### config.mk
export PLATFORM = sky130hd
export DESIGN_NAME = irq_trap_unit
export DESIGN_NICKNAME = d
export VERILOG_FILES = /design/src/rtl/irq_trap_pkg.sv /design/src/rtl/irq_select.sv /design/src/rtl/trap_route.sv /design/src/rtl/irq_trap_unit.sv
export SDC_FILE = /design/constraint.sdc
export NUM_CORES = 1
export LEC_CHECK = 0
export BUFFER_PORTS_ARGS = -buffer_cell sky130_fd_sc_hd__buf_2
export CORE_AREA = 2 2 151 153
export DETAILED_ROUTE_END_ITERATION = 16
export DIE_AREA = 0 0 153 155
export MAX_ROUTING_LAYER = met4
export PLACE_DENSITY = 0.61
export SYNTH_ARGS = -nofsm -noshare
export SYNTH_HDL_FRONTEND = slang
export SYNTH_SLANG_ARGS = --single-unit
### constraint.sdc
create_clock -name clk -period 3.3 [get_ports clk]
set_input_delay 0.33 -clock clk [delete_from_list [all_inputs] [get_ports clk]]
set_output_delay 0.33 -clock clk [all_outputs]
set_load 0.005 [all_outputs]
### src/rtl/irq_trap_pkg.sv
`timescale 1ns/1ps
package irq_trap_pkg;
    // interrupt line indices that the group ranking depends on
    localparam int unsigned IDX_SSI = 1;
    localparam int unsigned IDX_MSI = 3;
    localparam int unsigned IDX_STI = 5;
    localparam int unsigned IDX_MTI = 7;
    localparam int unsigned IDX_SEI = 9;
    localparam int unsigned IDX_MEI = 11;
    localparam int unsigned NUM_GROUPS = 4;

    localparam logic [1:0] PRIV_U = 2'd0;
    localparam logic [1:0] PRIV_S = 2'd1;
    localparam logic [1:0] PRIV_M = 2'd3;

    localparam int unsigned BKPT_CODE = 3;

    typedef enum logic [1:0] {
        DEST_M         = 2'd0,
        DEST_S         = 2'd1,
        DEST_DBG_ENTER = 2'd2,
        DEST_DBG_REDIR = 2'd3
    } dest_e;
endpackage

### src/rtl/irq_select.sv
`timescale 1ns/1ps
module irq_select
    import irq_trap_pkg::*;
#(
    parameter int XLEN = 32
) (
    input  logic [XLEN-1:0]         pending,
    input  logic [XLEN-1:0]         deleg,
    input  logic                    mie,
    input  logic                    sie,
    input  logic [1:0]              priv,
    input  logic                    dbg_mode,
    output logic                    hit,
    output logic [$clog2(XLEN)-1:0] code
);
    localparam int CW = $clog2(XLEN);

    // group 0 ranks highest
    function automatic logic [XLEN-1:0] grp_mask(input int g);
        logic [XLEN-1:0] one;
        one = XLEN'(1);
        case (g)
            0:       grp_mask = ~((one << (IDX_MEI + 1)) - one);
            1:       grp_mask = (one << IDX_MEI) | (one << IDX_SEI);
            2:       grp_mask = (one << IDX_MSI) | (one << IDX_SSI);
            default: grp_mask = (one << IDX_MTI) | (one << IDX_STI);
        endcase
    endfunction

    logic            m_en, s_en;
    logic [XLEN-1:0] m_cand, s_cand, cand, win;

    always_comb begin
        m_en   = (priv != PRIV_M) || mie;
        s_en   = (priv == PRIV_U) || ((priv == PRIV_S) && sie);
        m_cand = pending & ~deleg & {XLEN{m_en}};
        s_cand = pending & deleg & {XLEN{s_en}};
        if (dbg_mode)
            cand = '0;
        else if (m_cand != '0)
            cand = m_cand;
        else
            cand = s_cand;

        // walk from lowest rank upward so the highest non-empty group wins
        win = '0;
        for (int g = NUM_GROUPS - 1; g >= 0; g--) begin
            if ((cand & grp_mask(g)) != '0)
                win = cand & grp_mask(g);
        end

        hit  = (win != '0);
        code = '0;
        for (int i = XLEN - 1; i >= 0; i--) begin
            if (win[i])
                code = CW'(i);
        end
    end
endmodule

### src/rtl/trap_route.sv
`timescale 1ns/1ps
module trap_route
    import irq_trap_pkg::*;
#(
    parameter int              XLEN      = 32,
    parameter logic [XLEN-1:0] DBG_ENTRY = 'h800,
    parameter logic [XLEN-1:0] DBG_TVEC  = 'h808
) (
    input  logic                    irq_hit,
    input  logic [$clog2(XLEN)-1:0] irq_code,
    input  logic                    exc_req,
    input  logic [$clog2(XLEN)-1:0] exc_code,
    input  logic [XLEN-1:0]         exc_tval,
    input  logic [XLEN-1:0]         cur_pc,
    input  logic [1:0]              priv,
    input  logic [XLEN-1:0]         irq_deleg,
    input  logic [XLEN-1:0]         exc_deleg,
    input  logic                    mie,
    input  logic                    mpie,
    input  logic [1:0]              mpp,
    input  logic                    sie,
    input  logic                    spie,
    input  logic                    spp,
    input  logic [XLEN-1:0]         stvec,
    input  logic [XLEN-1:0]         mtvec,
    input  logic                    dbg_mode,
    input  logic                    ebk_m,
    input  logic                    ebk_s,
    input  logic                    ebk_u,
    output logic                    pend,
    output dest_e                   dest,
    output logic [XLEN-1:0]         new_pc,
    output logic [XLEN-1:0]         cause,
    output logic [XLEN-1:0]         epc,
    output logic [XLEN-1:0]         tval,
    output logic [1:0]              new_priv,
    output logic                    n_mie,
    output logic                    n_mpie,
    output logic [1:0]              n_mpp,
    output logic                    n_sie,
    output logic                    n_spie,
    output logic                    n_spp,
    output logic [1:0]              dpriv
);
    localparam int CW = $clog2(XLEN);

    logic [CW-1:0]   idx;
    logic [XLEN-1:0] dmask;
    logic            to_s, is_bkpt, ebk_hit;
    logic [XLEN-1:0] vec_off;

    always_comb begin
        pend    = irq_hit || exc_req;
        idx     = irq_hit ? irq_code : exc_code;
        cause   = {irq_hit, {(XLEN-1-CW){1'b0}}, idx};
        dmask   = irq_hit ? irq_deleg : exc_deleg;
        to_s    = ((priv == PRIV_U) || (priv == PRIV_S)) && dmask[idx];
        is_bkpt = !irq_hit && (exc_code == CW'(BKPT_CODE));
        ebk_hit = is_bkpt && (((priv == PRIV_M) && ebk_m) ||
                              ((priv == PRIV_S) && ebk_s) ||
                              ((priv == PRIV_U) && ebk_u));
        vec_off = (mtvec[0] && irq_hit) ? (XLEN'(idx) << 2) : '0;

        // pass-through defaults
        epc      = cur_pc;
        tval     = irq_hit ? '0 : exc_tval;
        dpriv    = priv;
        new_priv = priv;
        n_mie    = mie;
        n_mpie   = mpie;
        n_mpp    = mpp;
        n_sie    = sie;
        n_spie   = spie;
        n_spp    = spp;

        if (dbg_mode) begin
            dest   = DEST_DBG_REDIR;
            new_pc = is_bkpt ? DBG_ENTRY : DBG_TVEC;
        end else if (ebk_hit) begin
            dest     = DEST_DBG_ENTER;
            new_pc   = DBG_ENTRY;
            new_priv = PRIV_M;
        end else if (to_s) begin
            dest     = DEST_S;
            new_pc   = stvec;
            n_spie   = sie;
            n_spp    = priv[0];
            n_sie    = 1'b0;
            new_priv = PRIV_S;
        end else begin
            dest     = DEST_M;
            new_pc   = {mtvec[XLEN-1:1], 1'b0} + vec_off;
            n_mpie   = mie;
            n_mpp    = priv;
            n_mie    = 1'b0;
            new_priv = PRIV_M;
        end
    end
endmodule

### src/rtl/irq_trap_unit.sv
`timescale 1ns/1ps
module irq_trap_unit
    import irq_trap_pkg::*;
#(
    parameter int              XLEN      = 32,
    parameter logic [XLEN-1:0] DBG_ENTRY = 'h800,
    parameter logic [XLEN-1:0] DBG_TVEC  = 'h808
) (
    input  logic                    clk,
    input  logic                    rst_n,
    input  logic [XLEN-1:0]         irq_pending,
    input  logic [XLEN-1:0]         irq_deleg,
    input  logic [XLEN-1:0]         exc_deleg,
    input  logic                    st_mie,
    input  logic                    st_sie,
    input  logic                    st_mpie,
    input  logic                    st_spie,
    input  logic [1:0]              st_mpp,
    input  logic                    st_spp,
    input  logic [1:0]              cur_priv,
    input  logic [XLEN-1:0]         stvec,
    input  logic [XLEN-1:0]         mtvec,
    input  logic                    dbg_mode,
    input  logic                    ebk_m,
    input  logic                    ebk_s,
    input  logic                    ebk_u,
    input  logic                    exc_req,
    input  logic [$clog2(XLEN)-1:0] exc_code,
    input  logic [XLEN-1:0]         exc_tval,
    input  logic [XLEN-1:0]         cur_pc,
    input  logic                    trap_take,
    output logic                    trap_pending,
    output logic                    out_valid,
    output logic [1:0]              out_dest,
    output logic [XLEN-1:0]         out_pc,
    output logic [XLEN-1:0]         out_cause,
    output logic [XLEN-1:0]         out_epc,
    output logic [XLEN-1:0]         out_tval,
    output logic [1:0]              out_priv,
    output logic                    out_mie,
    output logic                    out_mpie,
    output logic [1:0]              out_mpp,
    output logic                    out_sie,
    output logic                    out_spie,
    output logic                    out_spp,
    output logic [1:0]              out_dpriv
);
    localparam int CW = $clog2(XLEN);

    typedef struct packed {
        logic            valid;
        dest_e           dest;
        logic [XLEN-1:0] pc;
        logic [XLEN-1:0] cause;
        logic [XLEN-1:0] epc;
        logic [XLEN-1:0] tval;
        logic [1:0]      priv;
        logic            mie;
        logic            mpie;
        logic [1:0]      mpp;
        logic            sie;
        logic            spie;
        logic            spp;
        logic [1:0]      dpriv;
    } result_t;

    logic            irq_hit;
    logic [CW-1:0]   irq_code;
    logic            rt_pend;
    dest_e           rt_dest;
    logic [XLEN-1:0] rt_pc, rt_cause, rt_epc, rt_tval;
    logic [1:0]      rt_priv, rt_mpp, rt_dpriv;
    logic            rt_mie, rt_mpie, rt_sie, rt_spie, rt_spp;

    result_t res_d, res_q;

    irq_select #(.XLEN(XLEN)) u_select (
        .pending  (irq_pending),
        .deleg    (irq_deleg),
        .mie      (st_mie),
        .sie      (st_sie),
        .priv     (cur_priv),
        .dbg_mode (dbg_mode),
        .hit      (irq_hit),
        .code     (irq_code)
    );

    trap_route #(.XLEN(XLEN), .DBG_ENTRY(DBG_ENTRY), .DBG_TVEC(DBG_TVEC)) u_route (
        .irq_hit   (irq_hit),
        .irq_code  (irq_code),
        .exc_req   (exc_req),
        .exc_code  (exc_code),
        .exc_tval  (exc_tval),
        .cur_pc    (cur_pc),
        .priv      (cur_priv),
        .irq_deleg (irq_deleg),
        .exc_deleg (exc_deleg),
        .mie       (st_mie),
        .mpie      (st_mpie),
        .mpp       (st_mpp),
        .sie       (st_sie),
        .spie      (st_spie),
        .spp       (st_spp),
        .stvec     (stvec),
        .mtvec     (mtvec),
        .dbg_mode  (dbg_mode),
        .ebk_m     (ebk_m),
        .ebk_s     (ebk_s),
        .ebk_u     (ebk_u),
        .pend      (rt_pend),
        .dest      (rt_dest),
        .new_pc    (rt_pc),
        .cause     (rt_cause),
        .epc       (rt_epc),
        .tval      (rt_tval),
        .new_priv  (rt_priv),
        .n_mie     (rt_mie),
        .n_mpie    (rt_mpie),
        .n_mpp     (rt_mpp),
        .n_sie     (rt_sie),
        .n_spie    (rt_spie),
        .n_spp     (rt_spp),
        .dpriv     (rt_dpriv)
    );

    assign trap_pending = rt_pend;

    always_comb begin
        res_d       = res_q;
        res_d.valid = 1'b0;
        if (trap_take && rt_pend) begin
            res_d.valid = 1'b1;
            res_d.dest  = rt_dest;
            res_d.pc    = rt_pc;
            res_d.cause = rt_cause;
            res_d.epc   = rt_epc;
            res_d.tval  = rt_tval;
            res_d.priv  = rt_priv;
            res_d.mie   = rt_mie;
            res_d.mpie  = rt_mpie;
            res_d.mpp   = rt_mpp;
            res_d.sie   = rt_sie;
            res_d.spie  = rt_spie;
            res_d.spp   = rt_spp;
            res_d.dpriv = rt_dpriv;
        end
    end

    always_ff @(posedge clk or negedge rst_n) begin
        if (!rst_n)
            res_q <= '0;
        else
            res_q <= res_d;
    end

    assign out_valid = res_q.valid;
    assign out_dest  = res_q.dest;
    assign out_pc    = res_q.pc;
    assign out_cause = res_q.cause;
    assign out_epc   = res_q.epc;
    assign out_tval  = res_q.tval;
    assign out_priv  = res_q.priv;
    assign out_mie   = res_q.mie;
    assign out_mpie  = res_q.mpie;
    assign out_mpp   = res_q.mpp;
    assign out_sie   = res_q.sie;
    assign out_spie  = res_q.spie;
    assign out_spp   = res_q.spp;
    assign out_dpriv = res_q.dpriv;

    // selector stays silent in debug mode
    assert_irq_quiet_dbg_R3: assert property (@(posedge clk) disable iff (!rst_n)
        dbg_mode |-> !irq_hit);

    // a selected line is actually pending
    assert_irq_is_pending_R4: assert property (@(posedge clk) disable iff (!rst_n)
        irq_hit |-> irq_pending[irq_code]);

    // interrupt outranks exception in the routed cause
    assert_irq_over_exc_R5: assert property (@(posedge clk) disable iff (!rst_n)
        (irq_hit && exc_req) |-> rt_cause[XLEN-1]);

    // registered result only follows a commit strobe
    assert_commit_pulse_R12: assert property (@(posedge clk) disable iff (!rst_n)
        out_valid |-> $past(trap_take));

    // supervisor entry closes SIE and lands in S
    assert_s_entry_R7: assert property (@(posedge clk) disable iff (!rst_n)
        (out_valid && out_dest == DEST_S) |-> (out_priv == PRIV_S && !out_sie));

    // machine entry closes MIE and lands in M
    assert_m_entry_R9: assert property (@(posedge clk) disable iff (!rst_n)
        (out_valid && out_dest == DEST_M) |-> (out_priv == PRIV_M && !out_mie));
endmodule

==> results by stage, run 1 <==
Logic synthesis:
- After synthesis the netlist holds a flip-flop and latch count of 116.
- The Yosys step of the flow raised 0 warnings.
- Synthesis produced a netlist whose cell count is slightly below 1000.
- Counting flops with an async set or reset pin after synthesis yields a share of 1.00.
- sky130_fd_sc_hd__dfrtp_1 takes more of the synthesized area than any other cell.
- The most instantiated flip-flop cell in the synthesis netlist is sky130_fd_sc_hd__dfrtp_1.
- Of the post-synthesis cell area, the dominant cell type holds 0.373.
- Ranked by total cell area, the synthesized netlist is headed by sky130_fd_sc_hd__dfrtp_1 (37%), sky130_fd_sc_hd__nand2_1 (13%), sky130_fd_sc_hd__o21ai_0 (3.9%), sky130_fd_sc_hd__a21oi_1 (3.2%), sky130_fd_sc_hd__buf_4 (2.7%).
- The share of the Yosys chip area taken by registers is 0.373.
- Among all cell types in the netlist, the one instantiated most often is sky130_fd_sc_hd__nand2_1.
- The synthesized netlist contains 80 unique library cells.
- The number of enable flip-flop cells after synthesis is 0.
- The average cell area after synthesis is just under 8 sq um.
- By count the netlist is led by sky130_fd_sc_hd__nand2_1 (274), sky130_fd_sc_hd__dfrtp_1 (116), sky130_fd_sc_hd__o21ai_0 (60), sky130_fd_sc_hd__nor2_1 (55), sky130_fd_sc_hd__a21oi_1 (50).
- The synthesized area is 7780 sq um.

Floorplan:
- The initial standard-cell utilization of the core is 0.350.
- In this run the count of I/O pins placed on the die edge is around 390.
- The die area is 23700 sq um.
- The area of the placeable core is 22200 sq um.
- The die is 153 microns wide.
- The vertical die dimension is 155 microns.
- The floorplan has 55 rows.

Power:
- In this run the power density over the cells is 448 nW/um^2.
- The worst IR drop on VDD is 0.313 mV.
- The leakage power figure is about 6.8 nW.

Worst setup path:
- The most critical setup path has its endpoint at out_pc[30].
- The endpoint of the worst-slack reg-to-reg timing path is out_mpie.
- In this run the worst path has a maximum fanout of 4.
- The source of the critical timing path is irq_pending[6].
- The reg-to-reg setup timing slack is 2.37 ns.
- Data arrives at the worst endpoint at just under 5 ns.
- In this run the critical register-to-register path is launched from out_mpie.
- STA puts the critical path data required time at 3.62 ns.
- The worst setup path is of the input port to flop kind.
- The number of cells on the worst reg-to-reg path is 2.
- The worst setup path is captured at a flop.
- The critical path startpoint category is an input port.

STA:
- Setup repair after global routing could not meet its margin everywhere.
- Setup violations remaining at the end of the flow were counted as 43.
- At the pin with the least slew margin, the transition time is 0.653 ns.
- The final-report max-slew violation count was 0.
- The post-route worst hold slack is -0.00863 ns.
- The final count of hold timing violations is 3.
- The normalized max-slew margin is 0.565.
- Dividing the final minimum period by the clock period gives 1.37.
- After layout, the minimum clock period comes to 4.53 ns.
- The clock arrives with 0 ns of skew.
- The worst path setup slack after routing is -1.23 ns.
- Derived from the worst setup path, the maximum achievable clock frequency is 221 MHz.

Routing:
- The count of vias placed by the detailed router is 9593.
- The final layout contains routed wiring with a total length of about 34000 microns.
- Using the TritonRoute via totals, the vias-per-cell ratio works out to 5.09.
- The routed length per placed instance is between 15 and 20 microns.
- The number of remaining DRC errors is 0.
- The total iterations of the first detailed-routing run is 5.
- Once detail routing completed, the nets flagged for antenna violations numbered 0.
- For this block, the initial DRC count from the detailed router was 714.

Clock tree:
- The number of hold buffers added after CTS was 0.
- The later-pin clock latency in the skew report is 0.41 ns.
- The clock-pin transition on the worst setup and hold timing paths is about 0.060 ns.
- The tree is rooted in a sky130_fd_sc_hd__clkbuf_16.
- TritonCTS created 17 clock buffers.
- The TritonCTS clock tree is built.
- The clock passes through at most 2 buffers.
- The clock drives 116 sinks.
- The clock tree synthesis step divided the H-tree into 4 levels.

Global route:
- Entering global routing, the biggest net connects between 100 and 150 pins.
- For this run, the total global-route usage over all layers was measured as 0.287.
- The number of antenna violations at the first check in global routing came to 5.
- The wire length of the first global-routing pass is 52000 microns.
- After global routing the overflow that remains totals 0.
- The via count of the first global-routing pass is 9453.

Status:
- The flow ran to the end, but the final reports show violations.
- The final reports fail on hold timing, setup timing.

Place:
- Detailed placement finished with a half-perimeter wire length of between 20000 and 30000 microns.
- In this run the tool buffered the top-level ports with 362 buffer cells.
- The pre-CTS setup slack is -1.91 ns.
- Once placement completed, the tool counted placed cells totaling 1807.
- Summing all placed instances gives a cell area of roughly 12000 sq um.
- The congestion estimate from routability-driven global placement came to 0.981.

Job:
- Max-cap violations in this run came to 0.

Final layout:
- From synthesis to final layout, the design area changed by 70.6%.
- In the final layout, the share of cells above drive strength 1 is 0.491.
- The layout net count is 1832.
- The final cell utilization of the core is 0.597.
- With fillers left out, the area of the finished cells amounts to about 13000 sq um.
- The count of non-filler cells in the finished layout is 1883.

Min path:
- The min-delay analysis places its worst path in the category input port to async pin.
## flip-flops by register name (all words and copies together) (netlist names)
register and count:
out_dest 2, out_dpriv 2, out_epc 32, out_sie 1
out_spie 1, out_mpie 1, out_valid 1, out_spp 1
out_mie 1, out_priv 2, out_tval 32, out_pc 32
out_mpp 2, out_cause 6
## layer usage
layer / global-route usage / vias up / part of all wire
li1: - / 4636 / -
met1: 0.355 / 4482 / 0.42
met2: 0.486 / 409 / 0.50
met3: 0.0485 / 66 / 0.058
met4: 0.0851 / 0 / 0.024
met5: - / - / 0
## worst min path at each step
stage | cells after the start | startpoint | end | slack [ns]
after floorplan | 0 | rst_n | out_cause[0] | 0.03
after global placement | 2 | out_epc[6] | out_epc[6] | 0.45
after detailed placement | 2 | out_dpriv[1] | out_dpriv[1] | 0.46
after CTS | 2 | rst_n | out_epc[10] | 0.04
after global routing | 2 | rst_n | out_epc[10] | 0.02
final | 2 | rst_n | out_epc[10] | -0.009
## repair_timing
item | 4_1_cts | 5_1_grt
gates cloned | 4 | 3
gates resized for setup | 104 | 55
pin swaps | 84 | 51
setup buffers | 23 | 15
setup endpoints to repair | 113 | 73
## per-stage QoR
stage / hold WS (ns) / total power, mW / TNS (ns)
finish: -0.00863 / 5.95 / -44.29
global route: 0.0207 / 6.25 / -50.69
CTS: 0.0362 / 5.88 / -43.74
detailed placement: 0.457 / 3.52 / -127.40
global placement: 0.452 / 3.50 / -121.13
floorplan: 0.0344 / 2.55 / -51.59
## area by class of cell
type,count,area [sq um]
antenna,5,12.5
timing repair buffer,627,4220
inverter,15,56.3
clock buffer,18,429
multi-input combinational,803,5070
clock inverter,14,225
sequential,116,2900
tap,285,357
fill,2041,8950
## cell usage in the layout (no fill, tap or decap), types with 11 or more instances in the layout
cell type,count
sky130_fd_sc_hd__buf_2,358
sky130_fd_sc_hd__xnor2_1,16
sky130_fd_sc_hd__o21ai_0,54
sky130_fd_sc_hd__and3_1,14
sky130_fd_sc_hd__nand3_1,18
sky130_fd_sc_hd__a31oi_1,11
sky130_fd_sc_hd__conb_1,26
sky130_fd_sc_hd__a21oi_1,30
sky130_fd_sc_hd__o211ai_1,14
sky130_fd_sc_hd__nor2b_1,15
sky130_fd_sc_hd__clkbuf_16,21
sky130_fd_sc_hd__buf_6,26
sky130_fd_sc_hd__o31ai_1,19
sky130_fd_sc_hd__buf_4,221
sky130_fd_sc_hd__nor3_1,17
sky130_fd_sc_hd__nand2_1,270
sky130_fd_sc_hd__mux2i_1,19
sky130_fd_sc_hd__buf_12,15
sky130_fd_sc_hd__dfrtp_1,116
sky130_fd_sc_hd__nor2_1,47
sky130_fd_sc_hd__nand2b_1,15
sky130_fd_sc_hd__inv_1,14
sky130_fd_sc_hd__a21oi_2,17
## critical path: stages
cell and delay [ns]:
sky130_fd_sc_hd__buf_6 0.09, sky130_fd_sc_hd__nor2b_4 0.11, sky130_fd_sc_hd__or4_4 0.55, sky130_fd_sc_hd__or4_4 0.55, sky130_fd_sc_hd__o21ai_4 0.17, sky130_fd_sc_hd__a211oi_2 0.10
sky130_fd_sc_hd__and3b_4 0.19, sky130_fd_sc_hd__buf_6 0.12, sky130_fd_sc_hd__a221o_1 0.30, sky130_fd_sc_hd__a31oi_2 0.16, sky130_fd_sc_hd__nor2b_1 0.06, sky130_fd_sc_hd__nor2_1 0.13
sky130_fd_sc_hd__buf_4 0.13, sky130_fd_sc_hd__fa_2 0.20, sky130_fd_sc_hd__a21oi_2 0.06, sky130_fd_sc_hd__nor2_1 0.12, sky130_fd_sc_hd__nor2_2 0.06, sky130_fd_sc_hd__nor2b_2 0.14
sky130_fd_sc_hd__o21bai_2 0.12, sky130_fd_sc_hd__nor3_2 0.30, sky130_fd_sc_hd__and3_4 0.25, sky130_fd_sc_hd__nand4_1 0.10, sky130_fd_sc_hd__xnor2_1 0.20, sky130_fd_sc_hd__nor3_1 0.08
sky130_fd_sc_hd__o31ai_1 0.22
## power by group
part	switching (mW)	internal, mW
combinational	1.09	1.10
clock	0.695	1.35
sequential	0.0988	1.61
total	1.89	4.06
## logic make-up (layout without fill, tap and decap cells)
logic type / after synthesis / in the layout / synth area share
AND/OR/NAND/NOR: 472 / 472 / 0.275
AO/OA/AOI/OAI: 243 / 243 / 0.208
flip-flops: 116 / 116 / 0.373
buffers and inverters: 96 / 674 / 0.0632
XOR/XNOR: 29 / 29 / 0.0326
multiplexers: 27 / 27 / 0.0363
adder cells (fa/ha/maj): 6 / 6 / 0.0106
other: 1 / 31 / 0.000482
Power figures use the tool's default switching activity.
==> inputs of run 2 (changes only) <==
--- a/config.mk
+++ b/config.mk
@@ -10,7 +10,6 @@
 export DETAILED_ROUTE_END_ITERATION = 16
 export DIE_AREA = 0 0 153 155
 export MAX_ROUTING_LAYER = met4
-export PLACE_DENSITY = 0.61
 export SYNTH_ARGS = -nofsm -noshare
 export SYNTH_HDL_FRONTEND = slang
 export SYNTH_SLANG_ARGS = --single-unit
==> constraint.sdc (replaced) <==
create_clock -name clk -period 5.5 [get_ports clk]
set_input_delay 0.55 -clock clk [delete_from_list [all_inputs] [get_ports clk]]
set_output_delay 0.55 -clock clk [all_outputs]
set_load 0.005 [all_outputs]
==> results by stage, run 2 (same netlist as run 1, synthesis figures left out) <==
Clock tree:
- The number of hold buffers added after CTS is 0 (unchanged).
- The number of buffers on the longest clock path was 2 (unchanged).
- The later-pin clock latency in the skew report was 0.41 ns (about the same).
- The number of buffers inserted by post-CTS setup repair came to 0 (was 23).
- The number of cells upsized or downsized after cts is 0 (was 104).
- The TritonCTS clock tree is built (unchanged).
- The cell at the root of the clock tree was sky130_fd_sc_hd__clkbuf_16 (unchanged).
- The number of buffers created by CTS is 17 (unchanged).
- The maximum level of the CTS H-tree was 4 (unchanged).
- The clock-pin transition on the worst setup and hold timing paths is 0.06 ns (about the same).
- The total clock sinks came to 116 (unchanged).

Place:
- The post-DP HPWL is 24500 microns (was 26600 microns).
- The cell count after placement came to 1632 (was 1807).
- The cell area reported after detailed placement is 10100 sq um (was 11500 sq um).
- The number of input and output port buffers inserted is 362 (unchanged).
- The routability congestion estimate from global placement came to 0.982 (was 0.981).
- The pre-CTS setup slack is 0.0252 ns (was -1.91 ns).

Floorplan:
- The initial standard-cell utilization of the core came to 0.350 (unchanged).
- The vertical die dimension is 155 microns (unchanged).
- The count of pins on the block boundary is 389 (unchanged).
- The area of the placeable core is 22200 sq um (unchanged).
- The die area was 23700 sq um (unchanged).
- The floorplan die width came to 153 microns (unchanged).
- The total number of placement rows came to 55 (unchanged).

Power:
- The leakage power figure was 5.48 nW (was 6.80 nW).
- The post-layout total power came to 3.13 mW (was 5.95 mW).
- The sequential share of power is 0.326 (was 0.287).
- The cell area power density is 292 nW/um^2 (was 448 nW/um^2).
- The combinational share of power is 0.296 (was 0.369).
- The design internal power was 2.13 mW (was 4.06 mW).
- The part of the total power dissipated in the clock network is 0.378 (was 0.344).
- The fraction of power spent switching nets is 0.321 (was 0.317).
- The net load switching power was 1.00 mW (was 1.89 mW).
- The worst IR drop on VDD was 0.147 mV (was 0.313 mV).

STA:
- The final count of hold timing violations is 0 (was 3).
- The post-route worst hold slack came to 0.271 ns (was -0.00863 ns).
- For this run, the top clock speed supported by timing is 198 MHz.
- The normalized max-slew margin is 0.373 (was 0.565).
- The slew at the pin with the worst max-slew slack is 0.941 ns (was 0.653 ns).
- The worst path setup slack after routing is 0.440 ns (was -1.23 ns).
- The accumulated negative setup slack is 0 ns (was -44.29 ns).
- Unrepaired setup endpoints after global routing: no (was yes).
- The post-layout minimum cycle time is roughly 5.1 ns.
- The setup violation total in the final timing report was 0 (was 43).
- The final-report max-slew violation count is 0 (unchanged).
- The worst clock skew is 0 ns (unchanged).
- Dividing the final minimum period by the clock period gives 0.920.

Worst setup path:
- The endpoint type of the worst setup path is a flop (unchanged).
- The critical path startpoint category is an input port (unchanged).
- The worst path arrival time is 5.38 ns (was 4.85 ns).
- The maximum fanout encountered on the critical timing path is 10 (was 4).
- The start-to-end type of the worst setup path is input port to flop (unchanged).
- The required time of the critical path is 5.82 ns (was 3.62 ns).

Final layout:
- The design area came to 10700 sq um (was 13300 sq um).
- The count of non-filler cells in the finished layout came to 1672 (was 1883).
- Most used cells in the layout excluding fill and tap cells: sky130_fd_sc_hd__buf_2 (361), sky130_fd_sc_hd__nand2_1 (273), sky130_fd_sc_hd__dfrtp_1 (116), sky130_fd_sc_hd__o21ai_0 (60), sky130_fd_sc_hd__nor2_1 (55) (was sky130_fd_sc_hd__buf_2 (358), sky130_fd_sc_hd__nand2_1 (270), sky130_fd_sc_hd__buf_4 (221), sky130_fd_sc_hd__dfrtp_1 (116), sky130_fd_sc_hd__o21ai_0 (54)).
- The layout overhead on the synthesized area is 37.6% (was 70.6%).
- The layout net count is 1618 (was 1832).
- The final cell utilization of the core is 0.482 (was 0.597).
- The final-layout fill cell count is 2263 (was 2041).
- The layout cell share with drive strength beyond 1 is 0.342 (was 0.491).
- The leading cell type in the layout, fill and taps excluded is sky130_fd_sc_hd__buf_2 (unchanged).

Routing:
- The count of vias placed by the detailed router is 8661 (was 9593).
- The detailed-route vias per instance came to 5.18 (was 5.09).
- The number of nets still failing antenna checks after routing is 0 (unchanged).
- The number of remaining DRC errors is 0 (unchanged).
- The total iterations of the first detailed-routing run is 5 (unchanged).
- The number of DRC markers in iteration 0 is 526 (was 714).
- The routed length per placed instance is 18.4 microns (was 18.2 microns).
- The final routed wirelength across all metal layers was 30700 microns (was 34300 microns).

Global route:
- The number of antenna violations at the first check in global routing is 6 (was 5).
- The maximum number of pins on one net before global-route repair is 150 (was 117).
- The wire length of the first global-routing pass is 46800 microns (was 52000 microns).
- The via count of the first global-routing pass is 8491 (was 9453).
- The overall track demand over capacity in global routing was 0.259 (was 0.287).
- The remaining global-route overflow is 0 (unchanged).

Min path:
- The type of the most critical hold path is input port to async pin (unchanged).

Status:
- Run status: complete, no violations (was complete, but fails checks).

Job:
- The number of maximum-capacitance constraint violations is 0 (unchanged).
## run 2: cell types whose count changed in the layout (fill, tap and decap cells not counted), sizes merged
| cell | before | now |
|---|---|---|
| buf | 622 | 413 |
| clkbuf | 22 | 18 |
| diode | 5 | 8 |
| inv | 17 | 19 |
| bufbuf | 1 | 0 |
| bufinv | 5 | 4 |
| clkinv | 7 | 6 |
## run 2: layer usage
metal	track usage	vias up	share of wire
met5	-	-	0
met4	0.101	0	0.030
met3	0.0524	52	0.072
met2	0.439	369	0.49
met1	0.304	4030	0.41
li1	-	4210	-
## run 2: power by group through the flow
stage | logic [mW] | registers (mW) | clock network [mW]
floorplan | 0.468 | 1.05 | 0
global placement | 0.927 | 1.03 | 0
detailed placement | 0.927 | 1.04 | 0
CTS | 0.929 | 1.02 | 1.21
global route | 1.02 | 1.04 | 1.25
finish | 0.926 | 1.02 | 1.18
## run 2: area by class of cell
type | instances | area, sq um | share of cell area
Clock buffer | 18 | 429 | 0.0401
Tap cell | 285 | 357 | 0.0333
Inverter | 15 | 56.3 | 0.00526
Multi-Input combinational cell | 803 | 4500 | 0.420
Clock inverter | 14 | 200 | 0.0187
Timing Repair Buffer | 413 | 2250 | 0.210
Sequential cell | 116 | 2900 | 0.271
Antenna cell | 8 | 20.0 | 0.00187
## run 2: path summary, 6_finish.rpt
path	startpoint	end	slack (ns)	cells after the start
setup / recovery	irq_pending[31]	out_pc[30]	0.44	24
hold reg to reg	out_epc[28]	out_epc[28]	0.47	2
hold / removal	rst_n	out_pc[23]	0.27	1
min in group clk	cur_pc[10]	out_epc[10]	0.33	3
setup reg to reg	out_mpie	out_mpie	4.61	2
max in group asynchronous	rst_n	out_valid	4.05	2
## run 2: worst max-delay path: stages
cell and delay [ns]:
sky130_fd_sc_hd__buf_2 0.11, sky130_fd_sc_hd__nor2b_1 0.15, sky130_fd_sc_hd__or4_1 0.58, sky130_fd_sc_hd__nor3_2 0.32, sky130_fd_sc_hd__and3_1 0.33, sky130_fd_sc_hd__a21oi_1 0.15, sky130_fd_sc_hd__and3b_4 0.22, sky130_fd_sc_hd__or3_1 0.40
sky130_fd_sc_hd__o21ai_2 0.16, sky130_fd_sc_hd__buf_4 0.21, sky130_fd_sc_hd__nor2_1 0.06, sky130_fd_sc_hd__ha_1 0.20, sky130_fd_sc_hd__fa_1 0.40, sky130_fd_sc_hd__a21oi_1 0.16, sky130_fd_sc_hd__nor2_1 0.05, sky130_fd_sc_hd__nor2_1 0.14
sky130_fd_sc_hd__nor2b_1 0.09, sky130_fd_sc_hd__o21bai_1 0.19, sky130_fd_sc_hd__nor3_1 0.12, sky130_fd_sc_hd__and3_1 0.21, sky130_fd_sc_hd__nand4_1 0.12, sky130_fd_sc_hd__xnor2_1 0.12, sky130_fd_sc_hd__nor3_1 0.06, sky130_fd_sc_hd__o31ai_1 0.25
